## src/rtl/cpc_pkg.sv

```systemverilog
package cpc_pkg;

    typedef enum logic [1:0] {
        CMD_NONE,
        CMD_INV_ONE,
        CMD_INV_ALL,
        CMD_TRACE_WR
    } cmd_e;

    typedef enum logic [1:0] {
        ST_IDLE,
        ST_INV_ONE,
        ST_INV_ALL,
        ST_TRACE_NOTE
    } state_e;

endpackage

```

## src/rtl/cpc_decode.sv

```systemverilog
module cpc_decode
    import cpc_pkg::*;
#(
    parameter logic [3:0] CRN_TLB   = 4'd8,
    parameter logic [3:0] CRN_PID   = 4'd13,
    parameter logic [3:0] CRM_TLB   = 4'd7,
    parameter logic [2:0] OP_ALL    = 3'd0,
    parameter logic [2:0] OP_ONE    = 3'd1,
    parameter logic [2:0] OP_FCSE   = 3'd0,
    parameter logic [2:0] OP_TRACE  = 3'd1
) (
    input  logic       valid,
    input  logic       write,
    input  logic [3:0] crn,
    input  logic [3:0] crm,
    input  logic [2:0] op2,
    output logic       sel_fcse,
    output logic       sel_trace,
    output cmd_e       cmd,
    output logic       undef
);

    logic pid_page;
    logic tlb_page;
    logic tlb_one;
    logic tlb_all;

    always_comb begin
        pid_page  = (crn == CRN_PID) && (crm == 4'd0);
        tlb_page  = (crn == CRN_TLB) && (crm == CRM_TLB) && write;
        sel_fcse  = valid && pid_page && (op2 == OP_FCSE);
        sel_trace = valid && pid_page && (op2 == OP_TRACE);
        tlb_one   = valid && tlb_page && (op2 == OP_ONE);
        tlb_all   = valid && tlb_page && (op2 == OP_ALL);
        undef     = valid && !(sel_fcse || sel_trace || tlb_one || tlb_all);
    end

    always_comb begin
        cmd = CMD_NONE;
        if (tlb_one)
            cmd = CMD_INV_ONE;
        else if (tlb_all)
            cmd = CMD_INV_ALL;
        else if (sel_trace && write)
            cmd = CMD_TRACE_WR;
    end

endmodule

```

## src/rtl/cpc_pid_regs.sv

```systemverilog
module cpc_pid_regs #(
    parameter int DATA_W = 32,
    parameter int PID_W  = 7
) (
    input  logic              clk,
    input  logic              rst_n,
    input  logic              wr_fcse,
    input  logic              wr_trace,
    input  logic              rd_fcse,
    input  logic              rd_trace,
    input  logic [DATA_W-1:0] wdata,
    output logic [DATA_W-1:0] rdata
);

    localparam int LOW_W = DATA_W - PID_W;

    logic [PID_W-1:0]  fcse_q;
    logic [DATA_W-1:0] trace_q;

    always_ff @(posedge clk) begin
        if (!rst_n) begin
            fcse_q  <= '0;
            trace_q <= '0;
        end else begin
            if (wr_fcse)
                fcse_q <= wdata[DATA_W-1:LOW_W];
            if (wr_trace)
                trace_q <= wdata;
        end
    end

    always_comb begin
        rdata = '0;
        if (rd_fcse)
            rdata = {fcse_q, {LOW_W{1'b0}}};
        else if (rd_trace)
            rdata = trace_q;
    end

    p_fcse_hold_r8: assert property (@(posedge clk) disable iff (!rst_n)
        !wr_fcse |=> $stable(fcse_q));
    p_trace_hold_r8: assert property (@(posedge clk) disable iff (!rst_n)
        !wr_trace |=> $stable(trace_q));
    p_fcse_take_r5: assert property (@(posedge clk) disable iff (!rst_n)
        wr_fcse |=> fcse_q == $past(wdata[DATA_W-1:LOW_W]));
    p_rd_exclusive_r5: assert property (@(posedge clk) disable iff (!rst_n)
        !(rd_fcse && rd_trace));

endmodule

```

## src/rtl/cpc_cmd_fsm.sv

```systemverilog
module cpc_cmd_fsm
    import cpc_pkg::*;
#(
    parameter int DATA_W = 32
) (
    input  logic              clk,
    input  logic              rst_n,
    input  cmd_e              cmd_in,
    input  logic [DATA_W-1:0] addr_in,
    output logic              inv_one,
    output logic              inv_all,
    output logic              trace_wr,
    output logic [DATA_W-1:0] inv_addr
);

    state_e            st_q;
    state_e            st_d;
    logic [DATA_W-1:0] addr_q;

    always_comb begin
        unique case (cmd_in)
            CMD_NONE:     st_d = ST_IDLE;
            CMD_INV_ONE:  st_d = ST_INV_ONE;
            CMD_INV_ALL:  st_d = ST_INV_ALL;
            CMD_TRACE_WR: st_d = ST_TRACE_NOTE;
        endcase
    end

    always_ff @(posedge clk) begin
        if (!rst_n) begin
            st_q   <= ST_IDLE;
            addr_q <= '0;
        end else begin
            st_q <= st_d;
            if (cmd_in == CMD_INV_ONE)
                addr_q <= addr_in;
        end
    end

    always_comb begin
        inv_one  = 1'b0;
        inv_all  = 1'b0;
        trace_wr = 1'b0;
        unique case (st_q)
            ST_IDLE:       ;
            ST_INV_ONE:    inv_one  = 1'b1;
            ST_INV_ALL:    inv_all  = 1'b1;
            ST_TRACE_NOTE: trace_wr = 1'b1;
        endcase
        inv_addr = addr_q;
    end

    p_one_single_r3: assert property (@(posedge clk) disable iff (!rst_n)
        (inv_one && cmd_in != CMD_INV_ONE) |=> !inv_one);
    p_all_follows_r4: assert property (@(posedge clk) disable iff (!rst_n)
        (cmd_in == CMD_INV_ALL) |=> inv_all);
    p_trace_follows_r7: assert property (@(posedge clk) disable iff (!rst_n)
        (cmd_in == CMD_TRACE_WR) |=> trace_wr);

endmodule

```

## src/rtl/sysctl_cop_slice.sv

```systemverilog
module sysctl_cop_slice
    import cpc_pkg::*;
#(
    parameter int         DATA_W  = 32,
    parameter int         PID_W   = 7,
    parameter logic [3:0] CRN_TLB = 4'd8,
    parameter logic [3:0] CRN_PID = 4'd13,
    parameter logic [3:0] CRM_TLB = 4'd7
) (
    input  logic              clk,
    input  logic              rst_n,
    input  logic              xfer_valid,
    input  logic              xfer_write,
    input  logic [3:0]        xfer_crn,
    input  logic [3:0]        xfer_crm,
    input  logic [2:0]        xfer_op2,
    input  logic [DATA_W-1:0] xfer_wdata,
    output logic [DATA_W-1:0] xfer_rdata,
    output logic              xfer_undef,
    output logic              tlb_inv_one,
    output logic              tlb_inv_all,
    output logic [DATA_W-1:0] tlb_inv_addr,
    output logic              trace_id_wr
);

    logic sel_fcse;
    logic sel_trace;
    cmd_e cmd;

    cpc_decode #(
        .CRN_TLB (CRN_TLB),
        .CRN_PID (CRN_PID),
        .CRM_TLB (CRM_TLB),
        .OP_ALL  (3'd0),
        .OP_ONE  (3'd1),
        .OP_FCSE (3'd0),
        .OP_TRACE(3'd1)
    ) u_decode (
        .valid    (xfer_valid),
        .write    (xfer_write),
        .crn      (xfer_crn),
        .crm      (xfer_crm),
        .op2      (xfer_op2),
        .sel_fcse (sel_fcse),
        .sel_trace(sel_trace),
        .cmd      (cmd),
        .undef    (xfer_undef)
    );

    cpc_pid_regs #(
        .DATA_W(DATA_W),
        .PID_W (PID_W)
    ) u_pid (
        .clk     (clk),
        .rst_n   (rst_n),
        .wr_fcse (sel_fcse && xfer_write),
        .wr_trace(sel_trace && xfer_write),
        .rd_fcse (sel_fcse && !xfer_write),
        .rd_trace(sel_trace && !xfer_write),
        .wdata   (xfer_wdata),
        .rdata   (xfer_rdata)
    );

    cpc_cmd_fsm #(
        .DATA_W(DATA_W)
    ) u_fsm (
        .clk     (clk),
        .rst_n   (rst_n),
        .cmd_in  (cmd),
        .addr_in (xfer_wdata),
        .inv_one (tlb_inv_one),
        .inv_all (tlb_inv_all),
        .trace_wr(trace_id_wr),
        .inv_addr(tlb_inv_addr)
    );

    p_tlb_read_trap_r2: assert property (@(posedge clk) disable iff (!rst_n)
        (xfer_valid && !xfer_write && xfer_crn == CRN_TLB) |-> (xfer_undef && xfer_rdata == '0));
    p_inv_addr_r3: assert property (@(posedge clk) disable iff (!rst_n)
        (xfer_valid && xfer_write && xfer_crn == CRN_TLB && xfer_crm == CRM_TLB && xfer_op2 == 3'd1)
        |=> (tlb_inv_one && tlb_inv_addr == $past(xfer_wdata)));
    p_read_quiet_r9: assert property (@(posedge clk) disable iff (!rst_n)
        (!xfer_valid || !xfer_write) |=> !(tlb_inv_one || tlb_inv_all || trace_id_wr));
    p_onehot_r10: assert property (@(posedge clk) disable iff (!rst_n)
        $onehot0({tlb_inv_one, tlb_inv_all, trace_id_wr}));
    p_undef_no_cmd_r8: assert property (@(posedge clk) disable iff (!rst_n)
        xfer_undef |=> !(tlb_inv_one || tlb_inv_all || trace_id_wr));

endmodule

```

## config.mk

```make
export PLATFORM = sky130hd
export DESIGN_NAME = sysctl_cop_slice
export DESIGN_NICKNAME = d
export VERILOG_FILES = /design/src/rtl/cpc_pkg.sv /design/src/rtl/cpc_decode.sv /design/src/rtl/cpc_pid_regs.sv /design/src/rtl/cpc_cmd_fsm.sv /design/src/rtl/sysctl_cop_slice.sv
export SDC_FILE = /design/constraint.sdc
export NUM_CORES = 1
export LEC_CHECK = 0
export CORE_UTILIZATION = 35
export DETAILED_ROUTE_END_ITERATION = 7
export DONT_BUFFER_PORTS = 1
export GPL_ROUTABILITY_DRIVEN = 0
export SLEW_MARGIN = 10
export SYNTH_ARGS = -nofsm -noshare
export SYNTH_HDL_FRONTEND = slang
export SYNTH_SLANG_ARGS = --single-unit
```

## constraint.sdc

```tcl
create_clock -name clk -period 1.2 [get_ports clk]
set_clock_uncertainty 0.05 [all_clocks]
set_input_delay 0 -clock clk [delete_from_list [all_inputs] [get_ports clk]]
set_output_delay 0 -clock clk [all_outputs]
set_load 0.02 [all_outputs]
```

==> insert_results.sql, run 1 <==
INSERT INTO impl_metrics (metric_group, metric, value, unit) VALUES
('clock_tree', 'clock_sink_count', '73', ''),
('clock_tree', 'gates_resized_cts_repair', '59', ''),
('synth', 'post_synth_instance_area', '3166', 'um^2'),
('synth', 'yosys.area_share.simple', '23.52', '%'),
('outcome', 'outcome', 'aborted with a tool error', ''),
('synth', 'synth-seq-cells', '73', ''),
('place', 'placement.io_buffers', '0', ''),
('clock_tree', 'post_cts_buffers', '1', ''),
('place', 'placed_area', '3377', 'um^2'),
('floorplanning', 'fp-row-count', '34', ''),
('synth', 'post_synth_fa_ha_maj_area_fraction', '0', '%'),
('synth', 'synth_area_leaders', 'dfxtp_1 46%, mux2i_1 25%, nand2_1 13%', ''),
('synth', 'post_synth_inst_count', '336', ''),
('synth', 'synth_compound_gate_area_share', '0.9091', '%'),
('synth', 'yosysWarnings', '0', ''),
('floorplanning', 'start_util', '36.30', '%'),
('synth', 'synth_top_area_share', '46.17', '%'),
('floorplanning', 'top_level_ports', '115', ''),
('clock_tree', 'ctsHoldBuffers', '101', ''),
('synth', 'per_instance_average_area_after_synthesis', '9.421', 'um^2'),
('clock_tree', 'cts.htree.levels', '3', ''),
('synth', 'largest_family_of_logic_cells_by_synthesized_area', 'multiplexers', ''),
('clock_tree', 'cts-buffers-inserted', '9', ''),
('clock_tree', 'cts.path.max_buffers', '2', ''),
('synth', 'cell_taking_the_most_area_after_synthesis', 'dfxtp_1', ''),
('floorplanning', 'die_h', '97.10', 'um'),
('synth', 'syn_nets', '383', ''),
('clock_tree', 'root_buffer', 'clkbuf_8', ''),
('outcome', 'last-stage-reached', '4_1_cts', ''),
('synth', 'yosys-mux-area-fraction', '24.66', '%'),
('synth', 'synth_seq_area_share', '46.17', '%'),
('synth', 'netlist-cell-type-count', '22', ''),
('floorplanning', 'chipWidth', '97.10', 'um'),
('place', 'dp_hpwl', '4.483', 'mm'),
('outcome', 'toolErrorMsg', '[ERROR RSZ-0060] Max buffer count reached.', ''),
('synth', 'synthXorXnorAreaFrac', '0', '%');
## per-stage QoR
step / std cells / setup slack, ps
3_5_place_dp: 436 / -142.2
3_3_place_gp: 436 / -147.3
2_1_floorplan: 336 / 1.186
## cells in the mapped netlist (all sizes together)
cell	count
nand3	2
buf	8
or3	1
mux2i	78
a21oi	2
clkbuf	16
nand2	108
dfxtp	73
nor4	1
o21a	1
nor2b	4
and2	27
nor4b	1
and3	2
o2111a	1
inv	1
nor2	7
nand4b	1
nor3b	2
## cells by family after synthesis
family | after synthesis
flops | 73
buf+inv | 25
simple gates | 156
compound gates | 4
mux | 78
==> inputs of run 2 (changes only) <==
Settings changed: CORE_UTILIZATION 35 to 20, PLACE_DENSITY_LB_ADDON from default to 0.15.
Clock period 1.2 ns to 1.56 ns, I/O delays scaled along.
==> insert_results.sql, run 2 <==
INSERT INTO impl_metrics (metric_group, metric, value, unit) VALUES
('clock_tree', 'cts.htree.levels', '3', ''),
('grt', 'grt_start_max_net_pins', '67', ''),
('clock_tree', 'cts_tree', 'yes', ''),
('synth', 'netlist-cell-type-count', '22', ''),
('timing', 'report.final.hold_viol_count', '0', ''),
('synth', 'top_flip_flop_cell_by_instance_count_after_synthesis', 'dfxtp_1', ''),
('floorplanning', 'top_level_ports', '115', ''),
('synth', 'per_instance_average_area_after_synthesis', '9.421', 'um^2'),
('outcome', 'outcome', 'finished clean', ''),
('setup_path', 'reg2reg_setup_slack', '200', 'ps'),
('timing', 'fin_tns_setup', '0', 'ps'),
('routing', 'drt-initial-drc-count', '68', ''),
('clock_tree', 'root_buffer', 'clkbuf_16', ''),
('synth', 'synth-async-reset-ratio', '0', '%'),
('timing', 'final_max_slew_viol_count', '0', ''),
('floorplanning', 'chipWidth', '127.8', 'um'),
('place', 'dp_hpwl', '5.202', 'mm'),
('synth', 'cell_taking_the_most_area_after_synthesis', 'dfxtp_1', ''),
('floorplanning', 'coreArea', '15310', 'um^2'),
('setup_path', 'timing.critical_path.to_type', 'register', ''),
('clock_tree', 'cts-buffers-inserted', '9', ''),
('setup_path', 'crit_path_end', 'u_fsm.inv_addr[5]', ''),
('place', 'detailedPlace.worstSlack', '111.3', 'ps'),
('synth', 'synth-seq-cells', '73', ''),
('cells_and_area', 'layout-area-overhead-vs-synth', '40.47', '%'),
('grt', 'first_global_vias', '2684', ''),
('timing', 'setup_repair_after_global_routing_missed_its_margin', 'false', ''),
('synth', 'synth.top_cells.by_count', '108 x nand2_1, 78 x mux2i_1, 73 x dfxtp_1', ''),
('cells_and_area', 'layout.nets', '461', ''),
('floorplanning', 'fp-row-count', '45', ''),
('min_path', 'worstHoldPathType', 'input pin to register', ''),
('clock_tree', 'clkSlewWorstSetupHoldPaths', '60', 'ps'),
('routing', 'vias', '2540', ''),
('pwr', 'total_power', '0.003891', 'W'),
('synth', 'synth_top_area_share', '46.17', '%'),
('clock_tree', 'worstSkewPairLatency', '330', 'ps'),
('cells_and_area', 'post_route_cells_drive_above_1_share', '8.373', '%'),
('routing', 'drt_drc_violations_left', '0', ''),
('timing', 'fmaxAchievable', '681.0', 'MHz'),
('synth', 'synth_area_leaders', 'dfxtp_1 46%, mux2i_1 25%, nand2_1 13%', ''),
('setup_path', 'worstReg2RegEnd', 'u_fsm.inv_addr[20]', ''),
('setup_path', 'worstSetupStartpointType', 'input pin', ''),
('synth', 'yosysWarnings', '0', ''),
('routing', 'avgRoutedWirePerCell', '13.69', 'um'),
('routing', 'avgViaCountPerCell', '4.038', ''),
('setup_path', 'reg2reg_from', 'u_fsm.inv_addr[20]', ''),
('synth', 'synth_seq_area_share', '46.17', '%'),
('grt', 'grt_antenna_before_repair', '0', ''),
('routing', 'route.final.wire_length', '8.608', 'mm'),
('setup_path', 'worst-setup-path-type', 'input pin to register', ''),
('timing', 'max-slew-margin-rel', '72.50', '%'),
('cells_and_area', 'fillers', '1676', ''),
('timing', 'slew_of_the_pin_with_the_lowest_slew_margin', '411.7', 'ps'),
('pwr', 'power_per_cell_area', '875.1', 'nW/um^2'),
('setup_path', 'critical_path_rt', '1730', 'ps'),
('synth', 'synth_enable_flop_cells', '0', ''),
('job', 'drv_cap', '0', ''),
('cells_and_area', 'final_cell_mix', '108 x nand2_1, 78 x mux2i_1, 76 x dlygate4sd3_1', ''),
('pwr', 'static-leakage-power', '1.956', 'nW'),
('routing', 'drt.antenna.violating_nets', '0', ''),
('clock_tree', 'post_cts_buffers', '0', ''),
('grt', 'global_route_wire_length_before_repair', '13.85', 'mm'),
('setup_path', 'worst_ep_arrival_time', '1640', 'ps'),
('synth', 'post_synth_instance_area', '3166', 'um^2'),
('cells_and_area', 'layout.cells.most_common', 'nand2_1', ''),
('synth', 'post_synth_inst_count', '336', ''),
('cells_and_area', 'antenna-diode-count', '0', ''),
('floorplanning', 'die_h', '127.8', 'um'),
('pwr', 'worst_ir_drop_vdd', '0.4451', 'mV'),
('place', 'placement.io_buffers', '0', ''),
('timing', 'final_critical_path_share_of_the_clock_period', '94.13', '%'),
('setup_path', 'rr_worst_depth', '3', ''),
('floorplanning', 'die_area', '16340', 'um^2'),
('floorplanning', 'start_util', '20.67', '%'),
('timing', 'final_critical_path_setup_slack', '91.55', 'ps'),
('clock_tree', 'clock_sink_count', '73', ''),
('synth', 'yosys.cell_count.top_type', 'nand2_1', ''),
('setup_path', 'cp_max_fo', '18', ''),
('cells_and_area', 'final_core_util', '29.04', '%'),
('timing', 'finalSetupViolCount', '0', ''),
('routing', 'drt-pass1-iter-count', '4', ''),
('timing', 'post-route-min-period', '1468', 'ps'),
('grt', 'globalRouteTotalUtil', '11.22', '%'),
('setup_path', 'worstSetupStartpoint', 'xfer_crm[3]', ''),
('grt', 'remaining_global_route_overflow', '0', ''),
('synth', 'syn_nets', '383', ''),
('clock_tree', 'cts.path.max_buffers', '2', '');
-- run 2: through the flow --
| stage | hold slack, ps | area [um^2] | instances |
|---|---|---|---|
| finish | 35.88 | 4447 | 629 |
| global route | 40.18 | 4447 | 629 |
| CTS | 28.99 | 4439 | 629 |
| detailed placement | 98.86 | 3388 | 537 |
| global placement | 96.23 | 3388 | 537 |
| floorplan | 99.67 | 3166 | 336 |
-- run 2: cell families after synthesis --
family,after synthesis,share of synthesized area [%]
buffers and inverters,25,4.743
AOI/OAI and AO/OA,4,0.9092
DFF,73,46.17
muxes,78,24.66
and+or+nand+nor,156,23.52
-- run 2: final cells by class --
class | count | area, um^2 | area share [%]
Sequential cell | 73 | 1461 | 32.86
Inverter | 1 | 3.754 | 0.08441
Clock buffer | 11 | 242.7 | 5.459
Multi-Input combinational cell | 238 | 1562 | 35.12
Tap cell | 211 | 264.0 | 5.937
Clock inverter | 4 | 20.02 | 0.4502
Timing Repair Buffer | 91 | 893.4 | 20.09
-- run 2: report_power, final --
part           switching, W  internal (W)
clock network      0.000764       0.00110
registers       0.000000213       0.00186
logic             0.0000762     0.0000872
-- run 2: critical path: stages --
cell	delay, ps
nor4b_2	290
and2_2	290
nand3_4	80
buf_4	250
mux2i_1	150
dlygate4sd3_1	560
-- run 2: metal layers --
| layer | global-route usage, % | routed length [um] |
|---|---|---|
| met3 | 4.508 | 494 |
| met1 | 12.45 | 3788 |
| met4 | 3.945 | 128 |
| met2 | 19.34 | 4196 |
| met5 | 0 | 0 |
-- run 2: worst min path at each step --
stage,startpoint,to,slack (ps),depth (start not counted)
floorplan,xfer_valid,xfer_undef,100,1
CTS,rst_n,u_pid.trace_q[29],30,3
detailed placement,rst_n,u_fsm.st_q[1],100,2
global route,rst_n,u_pid.fcse_q[5],40,3
global placement,rst_n,u_fsm.st_q[1],100,2
finish,rst_n,u_pid.trace_q[30],40,3
-- run 2: timing repair --
action	in CTS	in global routing
hold buffers	77	0
gates resized for setup	0	2
endpoints found under the hold margin	73	0
endpoints found under the setup margin	0	1
No activity file was read; power rests on OpenSTA's default activity.
==> inputs of run 3 (changes only) <==
Clock period 1.56 ns to 1.4 ns, I/O delays scaled along.
==> insert_results.sql, run 3 (synthesis gave the netlist of run 2 again) <==
INSERT INTO impl_metrics (metric_group, metric, value, unit) VALUES
('timing', 'slew_of_the_pin_with_the_lowest_slew_margin', '398.8', 'ps'),
('setup_path', 'worstReg2RegEnd', 'u_fsm.inv_addr[9]', ''),
('pwr', 'static-leakage-power', '2.066', 'nW'),
('pwr', 'power.switching_fraction', '20.59', '%'),
('clock_tree', 'root_buffer', 'clkbuf_16', ''),
('timing', 'finalSetupViolCount', '0', ''),
('routing', 'vias', '2596', ''),
('min_path', 'worst_hold_end', 'u_pid.trace_q[24]', ''),
('pwr', 'p_sw', '0.0009603', 'W'),
('place', 'placed_cells_incl_taps', '539', ''),
('timing', 'final_critical_path_setup_slack', '43.13', 'ps'),
('timing', 'final_critical_path_share_of_the_clock_period', '96.92', '%'),
('routing', 'drt-pass1-iter-count', '4', ''),
('floorplanning', 'die_h', '127.8', 'um'),
('cells_and_area', 'layoutNonFillerInstCount', '642', ''),
('pwr', 'worst_ir_drop_vdd', '0.5016', 'mV'),
('grt', 'globalRouteTotalUtil', '11.00', '%'),
('floorplanning', 'start_util', '20.67', '%'),
('grt', 'first_global_vias', '2690', ''),
('grt', 'grt_start_max_net_pins', '58', ''),
('timing', 'report.final.hold_viol_count', '0', ''),
('pwr', 'pwr-share-comb', '3.9', '%'),
('floorplanning', 'coreArea', '15310', 'um^2'),
('setup_path', 'reg2reg_setup_slack', '40', 'ps'),
('setup_path', 'worst_ep_arrival_time', '1580', 'ps'),
('floorplanning', 'die_area', '16340', 'um^2'),
('grt', 'grt_antenna_before_repair', '0', ''),
('place', 'detailedPlace.worstSlack', '-41.55', 'ps'),
('timing', 'final_max_slew_viol_count', '0', ''),
('min_path', 'worstHoldPathType', 'input pin to register', ''),
('routing', 'drt_drc_violations_left', '0', ''),
('grt', 'global_route_wire_length_before_repair', '13.60', 'mm'),
('grt', 'remaining_global_route_overflow', '0', ''),
('cells_and_area', 'layout.nets', '473', ''),
('setup_path', 'critical_path_rt', '1620', 'ps'),
('clock_tree', 'worstSkewPairLatency', '340', 'ps'),
('outcome', 'outcome', 'finished clean', ''),
('pwr', 'p_seq_share', '44.6', '%'),
('routing', 'drt.antenna.violating_nets', '0', ''),
('setup_path', 'worstPathCellList', 'nand2_1 > dlygate4sd3_1 > mux2i_1', ''),
('setup_path', 'critical_path.max_stage_delay', '570', 'ps'),
('clock_tree', 'cts.htree.levels', '3', ''),
('min_path', 'worstHoldStart', 'rst_n', ''),
('cells_and_area', 'final_cell_mix', '108 x nand2_1, 85 x dlygate4sd3_1, 78 x mux2i_1', ''),
('cells_and_area', 'fillers', '1621', ''),
('clock_tree', 'cts_tree', 'yes', ''),
('routing', 'avgViaCountPerCell', '4.044', ''),
('setup_path', 'worstSetupStartpointType', 'register', ''),
('place', 'placement.io_buffers', '0', ''),
('timing', 'max-slew-margin-rel', '73.36', '%'),
('pwr', 'internal_power', '0.003703', 'W'),
('setup_path', 'max_stage_delay_cell_worst_path', 'dlygate4sd3_1', ''),
('cells_and_area', 'layout-area-overhead-vs-synth', '49.84', '%'),
('timing', 'fin_tns_setup', '0', 'ps'),
('cells_and_area', 'antenna-diode-count', '0', ''),
('pwr', 'power_per_cell_area', '983.1', 'nW/um^2'),
('cells_and_area', 'post_route_cells_drive_above_1_share', '16.71', '%'),
('clock_tree', 'clock_sink_count', '73', ''),
('setup_path', 'rr_worst_depth', '3', ''),
('setup_path', 'reg2reg_from', 'u_fsm.inv_addr[9]', ''),
('clock_tree', 'clkSlewWorstSetupHoldPaths', '60', 'ps'),
('timing', 'setup_repair_after_global_routing_missed_its_margin', 'false', ''),
('setup_path', 'cp_max_fo', '2', ''),
('floorplanning', 'fp-row-count', '45', ''),
('routing', 'route.final.wire_length', '8.647', 'mm'),
('setup_path', 'worst-setup-path-type', 'register to register', ''),
('cells_and_area', 'layout.cells.most_common', 'nand2_1', ''),
('timing', 'post-route-min-period', '1357', 'ps'),
('clock_tree', 'cts.path.max_buffers', '2', ''),
('floorplanning', 'top_level_ports', '115', ''),
('routing', 'drt-initial-drc-count', '63', ''),
('setup_path', 'timing.critical_path.to_type', 'register', ''),
('job', 'drv_cap', '0', ''),
('routing', 'avgRoutedWirePerCell', '13.47', 'um'),
('pwr', 'proportion_of_power_drawn_by_the_clock_network', '51.5', '%'),
('min_path', 'timing.hold.worst_path_depth', '3', ''),
('place', 'dp_hpwl', '5.089', 'mm'),
('timing', 'fmaxAchievable', '737.0', 'MHz'),
('floorplanning', 'chipWidth', '127.8', 'um'),
('clock_tree', 'cts-buffers-inserted', '9', '');
## run 3: cell types whose count changed in the layout (fill, tap and decap cells not counted), sizes merged
cell / before / now
bufinv: 0 / 1
buf: 15 / 18
clkbuf: 11 / 14
dlygate4sd3: 76 / 85
clkinv: 4 / 1
## run 3: cell type report
cell class | count | area [um^2] | share of cell area [%]
multi-input cells | 238 | 1622 | 34.19
flip-flops and latches | 73 | 1473 | 31.05
repair buffers | 103 | 1072 | 22.61
clock buffers | 14 | 274.0 | 5.777
well taps | 211 | 264.0 | 5.566
clock inverters | 2 | 35.03 | 0.7386
inverters | 1 | 3.754 | 0.07913
## run 3: per-stage QoR
stage          utilization [%]  total power [W]  area [um^2]  hold WS, ps
2_1_floorplan                -         0.002225         3166        99.67
3_3_place_gp             22.55         0.002192         3453        94.54
3_5_place_dp             22.55         0.002193         3453        92.17
4_1_cts                  30.51         0.004775         4673        8.079
5_1_grt                  30.97         0.004877         4743        13.58
6_report                 30.97         0.004663         4743        22.91
## run 3: power groups by stage
stage | sequential [W] | clock, W | combinational [W]
finish | 0.00208 | 0.00240 | 0.000183
global route | 0.00208 | 0.00260 | 0.000199
CTS | 0.00208 | 0.00251 | 0.000186
detailed placement | 0.00212 | 0 | 0.0000691
global placement | 0.00212 | 0 | 0.0000683
floorplan | 0.00212 | 0 | 0.000101
## run 3: critical path: cells and delay by family, from the launching register on
family | cells | cell delay, ps
buffers and inverters | 1 | 570
flip-flops | 1 | 450
multiplexers | 1 | 130
AND/OR/NAND/NOR | 1 | 80
## run 3: worst max path at each step
stage / to / from
floorplan: xfer_rdata[25] / xfer_crm[3]
global placement: xfer_rdata[7] / xfer_crm[3]
detailed placement: xfer_rdata[9] / xfer_crm[3]
CTS: xfer_rdata[7] / xfer_crm[3]
global route: u_fsm.inv_addr[10] / u_fsm.inv_addr[10]
finish: u_fsm.inv_addr[9] / u_fsm.inv_addr[9]
## run 3: what timing repair did
item                       4_1_cts  5_1_grt
setup endpoints to repair       24       40
hold endpoints to repair        73        0
hold buffers                    86        0
gates cloned                     0        0
pin swaps                        1        2
gates resized for setup         18       46
setup buffers                    1        0
## run 3: metal layers
layer  part of all wire (%)  track usage [%]  vias up
li1                       -                -     1276
met1                     44            12.46     1245
met2                     49            18.61       64
met3                    5.7            4.382       11
met4                    1.6            4.014        0
met5                      0                0        -
